`src/rtl/mac_sig_pkg.sv`:
```
// Shared constants for the signed MAC element with an ownership signature.
// Assumes every pattern table is packed with entry 0 in the least
// significant slice.
package mac_sig_pkg;
    localparam int DEF_DATA_W = 8;
    localparam int DEF_ACC_W  = 32;
    localparam int DEF_NPAT   = 4;
    localparam int DEF_CNT_W  = 16;

    // Default secret operand pairs and flip masks (entry 0 lowest)
    localparam logic [DEF_NPAT*DEF_DATA_W-1:0]   DEF_SIG_WT   = 32'h7F_81_5A_5A;
    localparam logic [DEF_NPAT*DEF_DATA_W-1:0]   DEF_SIG_ACT  = 32'h80_7F_C3_C3;
    localparam logic [DEF_NPAT*2*DEF_DATA_W-1:0] DEF_SIG_MASK = 64'hFFFF_0400_00F0_8001;
endpackage

```
`src/rtl/sig_trigger.sv`:
```
// Signature trigger: compares the resident weight and the live activation
// against NPAT secret pairs. It returns a one-hot grant for the
// lowest-numbered match and a hit flag.
// Assumes purely combinational use; adds no state.
module sig_trigger #(
    parameter int DATA_W = 8,
    parameter int NPAT   = 4,
    parameter logic [NPAT*DATA_W-1:0] SIG_WT  = '0,
    parameter logic [NPAT*DATA_W-1:0] SIG_ACT = '0
) (
    input  logic [DATA_W-1:0] wt,
    input  logic [DATA_W-1:0] act,
    output logic [NPAT-1:0]   grant,
    output logic              hit
);
    logic [NPAT-1:0] raw;

    // one equality comparator per stored pair
    for (genvar gi = 0; gi < NPAT; gi++) begin : g_cmp
        assign raw[gi] = (wt == SIG_WT[gi*DATA_W +: DATA_W]) &&
                         (act == SIG_ACT[gi*DATA_W +: DATA_W]);
    end

    // keep only the lowest-numbered match
    always_comb begin
        logic seen;
        seen  = 1'b0;
        grant = '0;
        for (int i = 0; i < NPAT; i++) begin
            if (raw[i] && !seen) begin
                grant[i] = 1'b1;
                seen     = 1'b1;
            end
        end
    end

    assign hit = |raw;
endmodule

```
`src/rtl/sig_payload.sv`:
```
// Product and payload: forms the signed product and XORs in the flip mask
// chosen by the one-hot grant. With an all-zero grant the product passes
// through unchanged.
// Assumes grant is one-hot or zero.
module sig_payload #(
    parameter int DATA_W = 8,
    parameter int NPAT   = 4,
    parameter logic [NPAT*2*DATA_W-1:0] SIG_MASK = '0
) (
    input  logic [DATA_W-1:0]   wt,
    input  logic [DATA_W-1:0]   act,
    input  logic [NPAT-1:0]     grant,
    output logic [2*DATA_W-1:0] prod_raw,
    output logic [2*DATA_W-1:0] prod_mod
);
    localparam int PROD_W = 2 * DATA_W;

    logic signed [PROD_W-1:0] mult;
    logic [PROD_W-1:0]        mask_sel;

    // signed multiply of the operand pair
    assign mult     = $signed(wt) * $signed(act);
    assign prod_raw = mult;

    // AND-OR select of the granted mask
    always_comb begin
        mask_sel = '0;
        for (int i = 0; i < NPAT; i++) begin
            mask_sel = mask_sel | ({PROD_W{grant[i]}} & SIG_MASK[i*PROD_W +: PROD_W]);
        end
    end

    // apply the bit flips
    assign prod_mod = prod_raw ^ mask_sel;
endmodule

```
`src/rtl/mac_sig_pe.sv`:
```
// Weight-stationary MAC processing element with a hidden operand-pair
// signature. One register stage: the activation, the valid flag and the
// updated partial sum appear one cycle after a valid beat.
// Assumes a synchronous active-low reset and psum flowing in from one neighbour.
module mac_sig_pe
    import mac_sig_pkg::*;
#(
    parameter int DATA_W = DEF_DATA_W,
    parameter int ACC_W  = DEF_ACC_W,
    parameter int NPAT   = DEF_NPAT,
    parameter int CNT_W  = DEF_CNT_W,
    parameter logic [NPAT*DATA_W-1:0]   SIG_WT   = DEF_SIG_WT,
    parameter logic [NPAT*DATA_W-1:0]   SIG_ACT  = DEF_SIG_ACT,
    parameter logic [NPAT*2*DATA_W-1:0] SIG_MASK = DEF_SIG_MASK
) (
    input  logic              clk,
    input  logic              rst_n,
    input  logic              wt_load,
    input  logic [DATA_W-1:0] wt_in,
    input  logic [DATA_W-1:0] act_in,
    input  logic              act_valid_in,
    input  logic [ACC_W-1:0]  psum_in,
    output logic [DATA_W-1:0] act_out,
    output logic              act_valid_out,
    output logic [ACC_W-1:0]  psum_out,
    output logic [CNT_W-1:0]  trig_count
);
    localparam int PROD_W = 2 * DATA_W;

    logic [DATA_W-1:0] weight_q;
    logic [NPAT-1:0]   grant;
    logic              hit;
    logic [PROD_W-1:0] prod_raw;
    logic [PROD_W-1:0] prod_mod;
    logic [ACC_W-1:0]  psum_next;

    sig_trigger #(
        .DATA_W (DATA_W), .NPAT (NPAT), .SIG_WT (SIG_WT), .SIG_ACT (SIG_ACT)
    ) u_trig (
        .wt (weight_q), .act (act_in), .grant (grant), .hit (hit)
    );

    sig_payload #(
        .DATA_W (DATA_W), .NPAT (NPAT), .SIG_MASK (SIG_MASK)
    ) u_pay (
        .wt (weight_q), .act (act_in), .grant (grant),
        .prod_raw (prod_raw), .prod_mod (prod_mod)
    );

    // sign-extend the (possibly flipped) product and accumulate
    assign psum_next = psum_in + {{(ACC_W-PROD_W){prod_mod[PROD_W-1]}}, prod_mod};

    // resident weight register
    always_ff @(posedge clk) begin
        if (!rst_n)       weight_q <= '0;
        else if (wt_load) weight_q <= wt_in;
    end

    // output stage: forward activation and registered partial sum
    always_ff @(posedge clk) begin
        if (!rst_n) begin
            act_out       <= '0;
            act_valid_out <= 1'b0;
            psum_out      <= '0;
        end else begin
            act_valid_out <= act_valid_in;
            if (act_valid_in) begin
                act_out  <= act_in;
                psum_out <= psum_next;
            end
        end
    end

    // debug count of signature events
    always_ff @(posedge clk) begin
        if (!rst_n)                  trig_count <= '0;
        else if (act_valid_in && hit) trig_count <= trig_count + 1'b1;
    end


    grant_onehot_chk: assert property (@(posedge clk) disable iff (!rst_n)
        $onehot0(grant));


    nohit_clean_chk: assert property (@(posedge clk) disable iff (!rst_n)
        !hit |-> (prod_mod == prod_raw));


    hit_flips_chk: assert property (@(posedge clk) disable iff (!rst_n)
        hit |-> ($countones(grant) == 1));


    fwd_act_chk: assert property (@(posedge clk) disable iff (!rst_n)
        act_valid_in |=> (act_valid_out && act_out == $past(act_in)));


    idle_hold_chk: assert property (@(posedge clk) disable iff (!rst_n)
        !act_valid_in |=> (!act_valid_out && $stable(psum_out) && $stable(act_out)));


    cnt_step_chk: assert property (@(posedge clk) disable iff (!rst_n)
        (act_valid_in && hit) |=> (trig_count == $past(trig_count) + 1'b1));


    cnt_hold_chk: assert property (@(posedge clk) disable iff (!rst_n)
        !(act_valid_in && hit) |=> $stable(trig_count));


    wt_hold_chk: assert property (@(posedge clk) disable iff (!rst_n)
        !wt_load |=> $stable(weight_q));
endmodule

```
`config.mk`:
```
export PLATFORM = sky130hd
export DESIGN_NAME = mac_sig_pe
export DESIGN_NICKNAME = d
export VERILOG_FILES = /design/src/rtl/mac_sig_pkg.sv /design/src/rtl/sig_trigger.sv /design/src/rtl/sig_payload.sv /design/src/rtl/mac_sig_pe.sv
export SDC_FILE = /design/constraint.sdc
export NUM_CORES = 1
export LEC_CHECK = 0
export ABC_AREA = 1
export BUFFER_PORTS_ARGS = -buffer_cell sky130_fd_sc_hd__buf_4
export CAP_MARGIN = 20
export CORE_MARGIN = 2
export CORE_UTILIZATION = 35
export DETAILED_ROUTE_END_ITERATION = 12
export HOLD_SLACK_MARGIN = 0.02
export PLACE_DENSITY = 0.64
export SKIP_CTS_REPAIR_TIMING = 1
export SLEW_MARGIN = 40
export SYNTH_ARGS = -nofsm -noshare
export SYNTH_HDL_FRONTEND = slang
export SYNTH_HIERARCHICAL = 1
export SYNTH_SLANG_ARGS = --single-unit
```
`constraint.sdc`:
```
create_clock -name clk -period 11 [get_ports clk]
set_input_delay 1.65 -clock clk [delete_from_list [all_inputs] [get_ports clk]]
set_output_delay 1.65 -clock clk [all_outputs]
set_load 0.02 [all_outputs]
```
After elaboration in Yosys (flattened, before gate mapping)
Index checks and enable logic that the tools add are counted.
- mux-type cells: 6
- $mul: 1
- equal/unequal tests: 6
- reduce and logical (&&, ||, !) cells: 11
- bitwise logic cells: 4
- add/sub/neg operators: 2
- operators with widths (kind ; number):
    adder 32 bit ; 1
    equality test 8 x 7 -> 1 bit (second input constant) ; 3
    equality test 8 bit (second input constant) ; 3
    adder 16 x 1 -> 16 bit (second input constant) ; 1
    multiplier 8 x 8 -> 16 bit ; 1
    bitwise OR 16 x 11 -> 16 bit ; 1
    bitwise OR 16 bit ; 1
    bitwise OR 16 x 8 -> 16 bit ; 1
    bitwise XOR 16 bit ; 1
    logical AND 1 bit ; 7
    two-way mux 1 bit ; 6
    zero test 1 bit ; 3
    OR reduction 3 bit ; 1
- word-level logic and storage cells: 35
- output and inout bits: 57
- input bits: 52
- flip-flop bits (word level): 65

Depth between registers and ports, before layout
Gate-level depths: netlist of the first run.
- depth after elaboration: 15
- mapped depth: 36
- gate-level depth less buffers: 35

By module
Netlist of the first run, hierarchy kept.
- by module, submodules not included (module ; area an instance (um^2) ; seq. area each (um^2) ; times used ; cells an instance):
    mac_sig_pe ; 4764.6 ; 1301.2 ; 1 ; 818
    sig_payload ; 3031.7 ; 0.0 ; 1 ; 442
    sig_trigger ; 221.5 ; 0.0 ; 1 ; 55

Least setup slack after synthesis of the first run
Ideal clock, no wire load.
- path kind: input port to flip-flop
- start: input act_in[2]
- end: register psum_out[27]
- path buffers: 1
- setup time: 0.117 ns
- data required time: 10.883 ns
- data arrival time: 6.811 ns
- setup slack: 4.072 ns
- cell stages on the path: 28
- cells stage by stage: clkbuf_1 nand2_1 inv_1 fa_1 inv_1 fa_1 fa_1 fa_1 inv_1 ha_1 nand2_1 inv_1 a21oi_1 nand2_1 nor2_1 nand3_1 nand3_1 nand2_1 ha_1 nand2_1 nor2_1 inv_1 nor3_1 nand2_1 nand3_1 nand2_1 nor2_1 nor2_1
- longest elaborated chain between the ends: 15
- elaborated cells between the ends (all ways): 24
- those cells by class: add/sub: 1; mul: 1; eq/ne: 3; mux: 6; bitwise: 4; reduce/logical: 9
- ends and longest elaborated chain (what ; line ; RTL):
    from (decl) ; mac_sig_pe.sv:20 ; input logic [DATA_W-1:0] act_in,
    branches (longest 13 deep; another with multiplier 8 x 8 -> 16 bit) ; -- ;
    bitwise XOR 16 bit (*) ; sig_payload.sv:34 ; assign prod_mod = prod_raw ^ mask_sel;
    named net prod_mod[15] ; mac_sig_pe.sv:34 ; logic [PROD_W-1:0] prod_mod;
    adder 32 bit (*) ; mac_sig_pe.sv:51 ; assign psum_next = psum_in + {{(ACC_W-PROD_W){prod_mod[PROD_W-1]}}, prod_mod};
    to (signal assigned) ; mac_sig_pe.sv:69 ; psum_out <= psum_next;
    to (decl) ; mac_sig_pe.sv:25 ; output logic [ACC_W-1:0] psum_out,
Mark *: on every way through the listed nets, which the timed path passes.
A chain may end at the register's enable or synchronous reset.

Worst setup path in the final report of the first run
- start: input act_in[7]
- end: register psum_out[27]
Same word-level chain as after synthesis.

==> impl_metrics.toml, run 1 <==
[critical_path]
rr_worst_depth = 27
critical_path_class = "in -> reg"
worstPathMaxFanout = 17
startpoint_type = "input pin"
critPathMostFrequentCell = "nand2_1"
slowest_delay_ps = 650
crit_path_end_kind = "flop"
worst_ep_arrival_time_ps = 7780
critPathSlowestCell = "ha_1"
required_ps = 11220

[global_route]
overflow = 0
gr-usage-all-layers_pct = 18.4
grt_pass1_wl_mm = 36.0
grt_antenna_before_repair = 0
grt_pass1_vias = 7440
grt_max_degree = 49

[floorplan]
die-area_um2 = 24000
start_util_pct = 35.5
die_x_um = 155
placement_rows = 55
core_um2 = 22500
pin_count = 109
die_height_um = 155

[pwr]
p_int_w = 0.00109
power_frac_seq_pct = 12.9
peakVddDrop_mv = 0.110
clkPwrFrac_pct = 10.1
share_comb_of_total_power_pct = 77.0
power.density_nw_per_um2 = 261
switching_share_pct = 54.7
power.switching_w = 0.00132
p_leak_nw = 5.56

[clock_network]
cts-root-buf = "clkbuf_16"
clockBufferDepth = 2
cts_max_level = 3
clkLatencyLatePin_ps = 330
cts-buffers-inserted = 9
cts_tree = "yes"
clock_sinks = 65
clk_pin_slew_ps = 50

[place]
dp_slack_ps = 3120
io_buffers = 108
dp_cells = 1668
gp_congestion = 0.874
hpwl_mm = 17.8
place_area_um2 = 9010

[yosys]
yosys_warnings = 6
syn_avg_cell_area_um2 = 6.10
syn-instance-count = 1307
synth.cell_area_um2 = 7980
synth_nets = 1476

[drt]
via_per_inst = 4.59
wl_per_cell_um = 12.8
antenna_left = 0
drt_first_pass_iters = 5
routed_wl_mm = 21.5
drt_first_iter_violations = 315
drc_errors = 0
vias = 7717

[timing]
finalSetupViolations = 0
fmax_mhz = 132
postLayoutSetupSlackWorst_ps = 3440
tns_ps = 0
maxSlewHeadroom_pct = 45.1
finalHoldViolCount = 0
timing.final.crit_share_pct = 68.7
rsz0062_at_grt = "false"
period_needed_ps = 7560
worst_pin_slew_ps = 822
clock_skew_ps = 11.2
drv_slew = 0

[flow_run]
max_cap_violations = 0

[cells_and_area]
drive_gt1_share_pct = 10.0
layout.nets = 1563
n_antenna_cell = 0
layout_common_cells = "nand2_1, inv_1, nor2_1, buf_4, nand3_1"
fin_cells = 1680
postLayoutCellArea_um2 = 9250
layout_commonest_cell = "nand2_1"
syn_to_final_growth_pct = 16.0

[worst_hold_path]
min-delay-path-class = "reg -> reg"
hold_depth = 2

[outcome]
status = "finished clean"
-- worst paths after layout --
kind	startpoint	end	slack, ps
worst max register to register	weight_q[7]	psum_out[27]	4330
worst max-delay path	act_in[7]	psum_out[27]	3440
worst min register to register	psum_out[12]	psum_out[12]	480
worst min-delay path	psum_out[12]	psum_out[12]	480
-- power groups by stage --
stage	registers [W]	logic (W)	clock network [W]
after CTS	0.000311	0.00186	0.000253
final	0.000311	0.00186	0.000245
after global placement	0.000314	0.00185	0
after global routing	0.000316	0.00213	0.000262
after floorplan	0.000353	0.00133	0
after detailed placement	0.000316	0.00185	0
-- routing by layer --
layer	vias to the layer above	global-route usage, %	wire [um]
met5	-	0	0
met4	0	3.88	225
met3	12	2.17	1080
met2	155	29.8	9400
met1	3520	26.5	10800
li1	4030	-	-
-- per-stage QoR --
step | hold WS, ps | power, W | utilization (%)
after detailed placement | 476 | 0.00217 | 40.1
final | 481 | 0.00241 | 41.1
after CTS | 484 | 0.00242 | 41.1
after global routing | 502 | 0.00271 | 41.1
after global placement | 466 | 0.00216 | 40.1
after floorplan | 506 | 0.00168 | -
-- flip-flops by register name, summed over array words and instances (netlist names) --
register       count
act_valid_out      1
act_out            8
trig_count        16
psum_out          32
weight_q           8
-- final cells by class --
cell class,count,area [um2]
clock buffer,10,229
clock inverter,2,10.0
fill,2447,13300
inverter,316,1190
multi-input combinational,894,5360
sequential,65,1300
tap,285,357
timing repair buffer,108,811
-- worst max-delay path: cells and delay by family --
| family | cells | cell delay (ps) |
|---|---|---|
| adders and majority gates | 6 | 3100 |
| and+or+nand+nor | 18 | 2600 |
| buffers and inverters | 5 | 390 |
(Power assumes the default switching activity.)
==> run 2, diff against run 1 <==
==> constraint.sdc (replaced) <==
create_clock -name clk -period 7 [get_ports clk]
set_input_delay 1.05 -clock clk [delete_from_list [all_inputs] [get_ports clk]]
set_output_delay 1.05 -clock clk [all_outputs]
set_load 0.02 [all_outputs]
==> run 2 against run 1 <==
Net effect:
- global-route usage rose by 0.19 points
- power up 62%
- routed wire length up 0.78%
- cell area up 1.2%
- register-to-register slack lost 3400 ps
==> impl_metrics.toml, run 2 (synthesis gave the netlist of run 1 again) <==
[outcome]
status = "finished clean"

[timing]
clock_skew_ps = 3.99
postLayoutSetupSlackWorst_ps = 568
fmax_mhz = 155
tns_ps = 0
period_needed_ps = 6430
timing.final.crit_share_pct = 91.9
drv_slew = 0
finalHoldViolCount = 0
maxSlewHeadroom_pct = 44.7
rsz0062_at_grt = "false"
worst_pin_slew_ps = 828
finalSetupViolations = 0

[cells_and_area]
fin_cells = 1690
drive_gt1_share_pct = 10.7
n_antenna_cell = 0
final_util_pct = 41.6
reg_top3 = "psum_out x32, trig_count x16"
syn_to_final_growth_pct = 17.4
largest_reg_flops = 32
regMostFlops = "psum_out"
layout.nets = 1569
layout_commonest_cell = "nand2_1"
layout_common_cells = "nand2_1, inv_1, nor2_1, buf_4, nand3_1"

[floorplan]
die_x_um = 155
core_um2 = 22500
die-area_um2 = 24000
pin_count = 109
start_util_pct = 35.5
die_height_um = 155
placement_rows = 55

[drt]
drt_first_pass_iters = 5
wl_per_cell_um = 12.8
via_per_inst = 4.53
routed_wl_mm = 21.6
antenna_left = 0
drc_errors = 0
drt_first_iter_violations = 484
vias = 7661

[clock_network]
clockBufferDepth = 2
cts_tree = "yes"
cts_max_level = 3
clkLatencyLatePin_ps = 330
cts-buffers-inserted = 9
cts-root-buf = "clkbuf_16"
clock_sinks = 65
clk_pin_slew_ps = 60

[pwr]
p_leak_nw = 5.62
power.density_nw_per_um2 = 417
totalPowerFinal_w = 0.00390
peakVddDrop_mv = 0.167

[global_route]
busiest_layer = "met2"
grt_max_degree = 49
grt_pass1_vias = 7457
grt_antenna_before_repair = 0
overflow = 0
grtUsageMet1_pct = 27.1
met3_usage_pct = 1.87
grt_pass1_wl_mm = 36.4
grtUsageMet2_pct = 29.7
gr-usage-all-layers_pct = 18.6

[critical_path]
critPathMostFrequentCell = "nand2_1"
critical_path_class = "in -> reg"
worst_ep_arrival_time_ps = 6650
startpoint_type = "input pin"
crit_path_end_kind = "flop"
critPathSlowestCell = "fa_1"
worstPathMaxFanout = 17
required_ps = 7220
slowest_delay_ps = 540

[place]
io_buffers = 108
gp_congestion = 0.884
dp_slack_ps = 240
hpwl_mm = 18.0
dp_cells = 1674

[flow_run]
max_cap_violations = 0

[worst_hold_path]
min-delay-path-class = "reg -> reg"
## run 2: cell count changes in the layout (fill, tap and decap cells not counted), sizes merged
cell	change
buf	+6
bufinv	+1
inv	-1
clkinvlp	+1
clkinv	+3
## run 2: final cells by class
cell class	count	area (um2)
clock inverters	6	57.6
inverters	316	1190
multi-input cells	894	5360
repair buffers	114	868
flip-flops and latches	65	1300
fillers	2390	13100
clock buffers	10	239
well taps	285	357
## run 2: final timing paths
| check | start | slack [ps] | to | depth (start not counted) |
|---|---|---|---|---|
| max | act_in[7] | 570 | psum_out[27] | 29 |
| min | psum_out[12] | 480 | psum_out[12] | 2 |
| max reg2reg | weight_q[3] | 960 | psum_out[27] | 27 |
| min reg2reg | psum_out[12] | 480 | psum_out[12] | 2 |
## run 2: where the power goes
group / internal [W] / total [W] / leakage, nW / switching, W
logic: 0.00108 / 0.00296 / 4.94 / 0.00189
clock network: 0.000283 / 0.000451 / 0.148 / 0.000169
registers: 0.000439 / 0.000487 / 0.536 / 0.0000477
## run 2: layer usage
metal	wire length, um	vias to the layer above	share of wire [%]
met5	0	-	0
li1	-	4048	-
met4	286	0	1.3
met1	11000	3430	51
met2	9300	165	43
met3	1040	18	4.8
## run 2: through the flow
step / hold WS, ps / area (um2)
2_1_floorplan: 506 / 7980
3_3_place_gp: 467 / 9070
3_5_place_dp: 472 / 9070
4_1_cts: 480 / 9370
5_1_grt: 501 / 9370
6_report: 477 / 9370
## run 2: critical path, delay by kind of cell
kind,cells,cell delay (ps)
fa+ha+maj,6,2870
simple gates,17,2170
buf+inv,6,550
==> run 3, diff against run 2 <==
--- a/config.mk
+++ b/config.mk
@@ -12,7 +12,7 @@
 export CORE_UTILIZATION = 35
 export DETAILED_ROUTE_END_ITERATION = 12
 export HOLD_SLACK_MARGIN = 0.02
-export PLACE_DENSITY = 0.64
+export PLACE_DENSITY_LB_ADDON = 0.2
 export SKIP_CTS_REPAIR_TIMING = 1
 export SLEW_MARGIN = 40
 export SYNTH_ARGS = -nofsm -noshare
==> run 3 against run 2 <==
Net effect:
- cell count is 0.12% lower
- utilization hardly changed
- critical path depth stayed put
- global-route usage hardly changed
- combinational power hardly changed
- power hardly changed
- critical endpoint is now psum_out[25]
- largest cell class unchanged
==> impl_metrics.toml, run 3 (synthesis gave the netlist of run 1 again) <==
[outcome]
status = "finished clean"

[floorplan]
die_x_um = 155
die-area_um2 = 24000
die_height_um = 155
start_util_pct = 35.5
pin_count = 109
placement_rows = 55
core_um2 = 22500

[worst_hold_path]
min-delay-path-class = "reg -> reg"

[cells_and_area]
n_antenna_cell = 0
n_fill_cell = 2497
largest_reg_flops = 32
layout_common_cells = "nand2_1, inv_1, nor2_1, buf_4, nand3_1"
regMostFlops = "psum_out"
reg_top3 = "psum_out x32, trig_count x16"
syn_to_final_growth_pct = 17.3
layout.nets = 1567
layout_commonest_cell = "nand2_1"
drive_gt1_share_pct = 10.5

[timing]
timing.final.crit_share_pct = 92.9
maxSlewHeadroom_pct = 49.4
finalHoldViolCount = 0
drv_slew = 0
tns_ps = 0
rsz0062_at_grt = "false"
fmax_mhz = 154
finalSetupViolations = 0
period_needed_ps = 6500
clock_skew_ps = 12.6
worst_pin_slew_ps = 759

[critical_path]
critPathMostFrequentCell = "nand2_1"
cpLargestDelayFamily = "adder cells"
worst_ep_arrival_time_ps = 6730
required_ps = 7230
critPathSlowestCell = "fa_1"
startpoint_type = "input pin"
path_buf_inv = 7
critical_path_class = "in -> reg"
worstPathMaxFanout = 17
slowest_delay_ps = 550
crit_path_end_kind = "flop"

[place]
hpwl_mm = 18.1
io_buffers = 108
gp_congestion = 0.876

[clock_network]
cts-root-buf = "clkbuf_16"
cts_tree = "yes"
cts_max_level = 3
clock_sinks = 65
clk_pin_slew_ps = 60
clockBufferDepth = 2
cts-buffers-inserted = 9
clkLatencyLatePin_ps = 340

[drt]
wl_per_cell_um = 12.8
antenna_left = 0
routed_wl_mm = 21.6
drt_first_pass_iters = 5
drc_errors = 0
via_per_inst = 4.55
vias = 7676
drt_first_iter_violations = 460

[flow_run]
max_cap_violations = 0

[global_route]
overflow = 0
grt_pass1_wl_mm = 36.4
grt_pass1_vias = 7369
grt_max_degree = 49
gr-usage-all-layers_pct = 18.7
grt_antenna_before_repair = 0

[pwr]
peakVddDrop_mv = 0.204
totalPowerFinal_w = 0.00390
p_leak_nw = 5.61
power.density_nw_per_um2 = 417
[run 3: cell types whose count changed in the layout (fill, tap and decap cells not counted), sizes merged]
cell | before | now
inv | 315 | 319
clkbuf | 10 | 9
clkinv | 5 | 2
buf | 114 | 112
[run 3: worst min-delay path, stage by stage, from the launching register on]
cell	delay [ps]
dfxtp_1	310
nand3_1	80
o21ai_1	60
[run 3: area by class of cell]
type                    count  area [um2]  share of cell area [%]
clock buffers               9         225                    2.41
clock inverters             7        77.6                   0.829
inverters                 316        1190                    12.7
multi-input cells         894        5360                    57.3
flip-flops and latches     65        1300                    13.9
well taps                 285         357                    3.81
repair buffers            112         853                    9.12
[run 3: worst paths after layout]
| check | slack [ps] | start | cells past startpoint | end |
|---|---|---|---|---|
| max | 500 | act_in[7] | 29 | psum_out[25] |
| min | 480 | psum_out[14] | 2 | psum_out[14] |
| max reg2reg | 950 | weight_q[7] | 28 | psum_out[25] |
| min reg2reg | 480 | psum_out[14] | 2 | psum_out[14] |
[run 3: per-layer routing]
layer	track usage [%]	vias up	routed length (um)
li1	-	4053	-
met2	28.6	162	8940
met5	0	-	0
met4	4.10	0	205
met1	28.2	3448	11300
met3	1.95	13	1080
[run 3: metrics by stage]
step           instances  worst slack, ps  hold WS, ps  util [%]  instance area, um2
2_1_floorplan       1307              698          506         -                7980
3_3_place_gp        1672              221          471      40.2                9050
3_5_place_dp        1672              158          477      40.2                9050
4_1_cts             1688              508          487      41.6                9360
5_1_grt             1688             48.8          504      41.6                9360
6_report            1688              500          484      41.6                9360
[run 3: where the power goes]
group,switching [W],internal (W),total [W],leakage (nW)
sequential,0.0000464,0.000439,0.000486,0.536
clock,0.000180,0.000279,0.000459,0.147
combinational,0.00189,0.00107,0.00296,4.93
total,0.00211,0.00179,0.00390,5.61
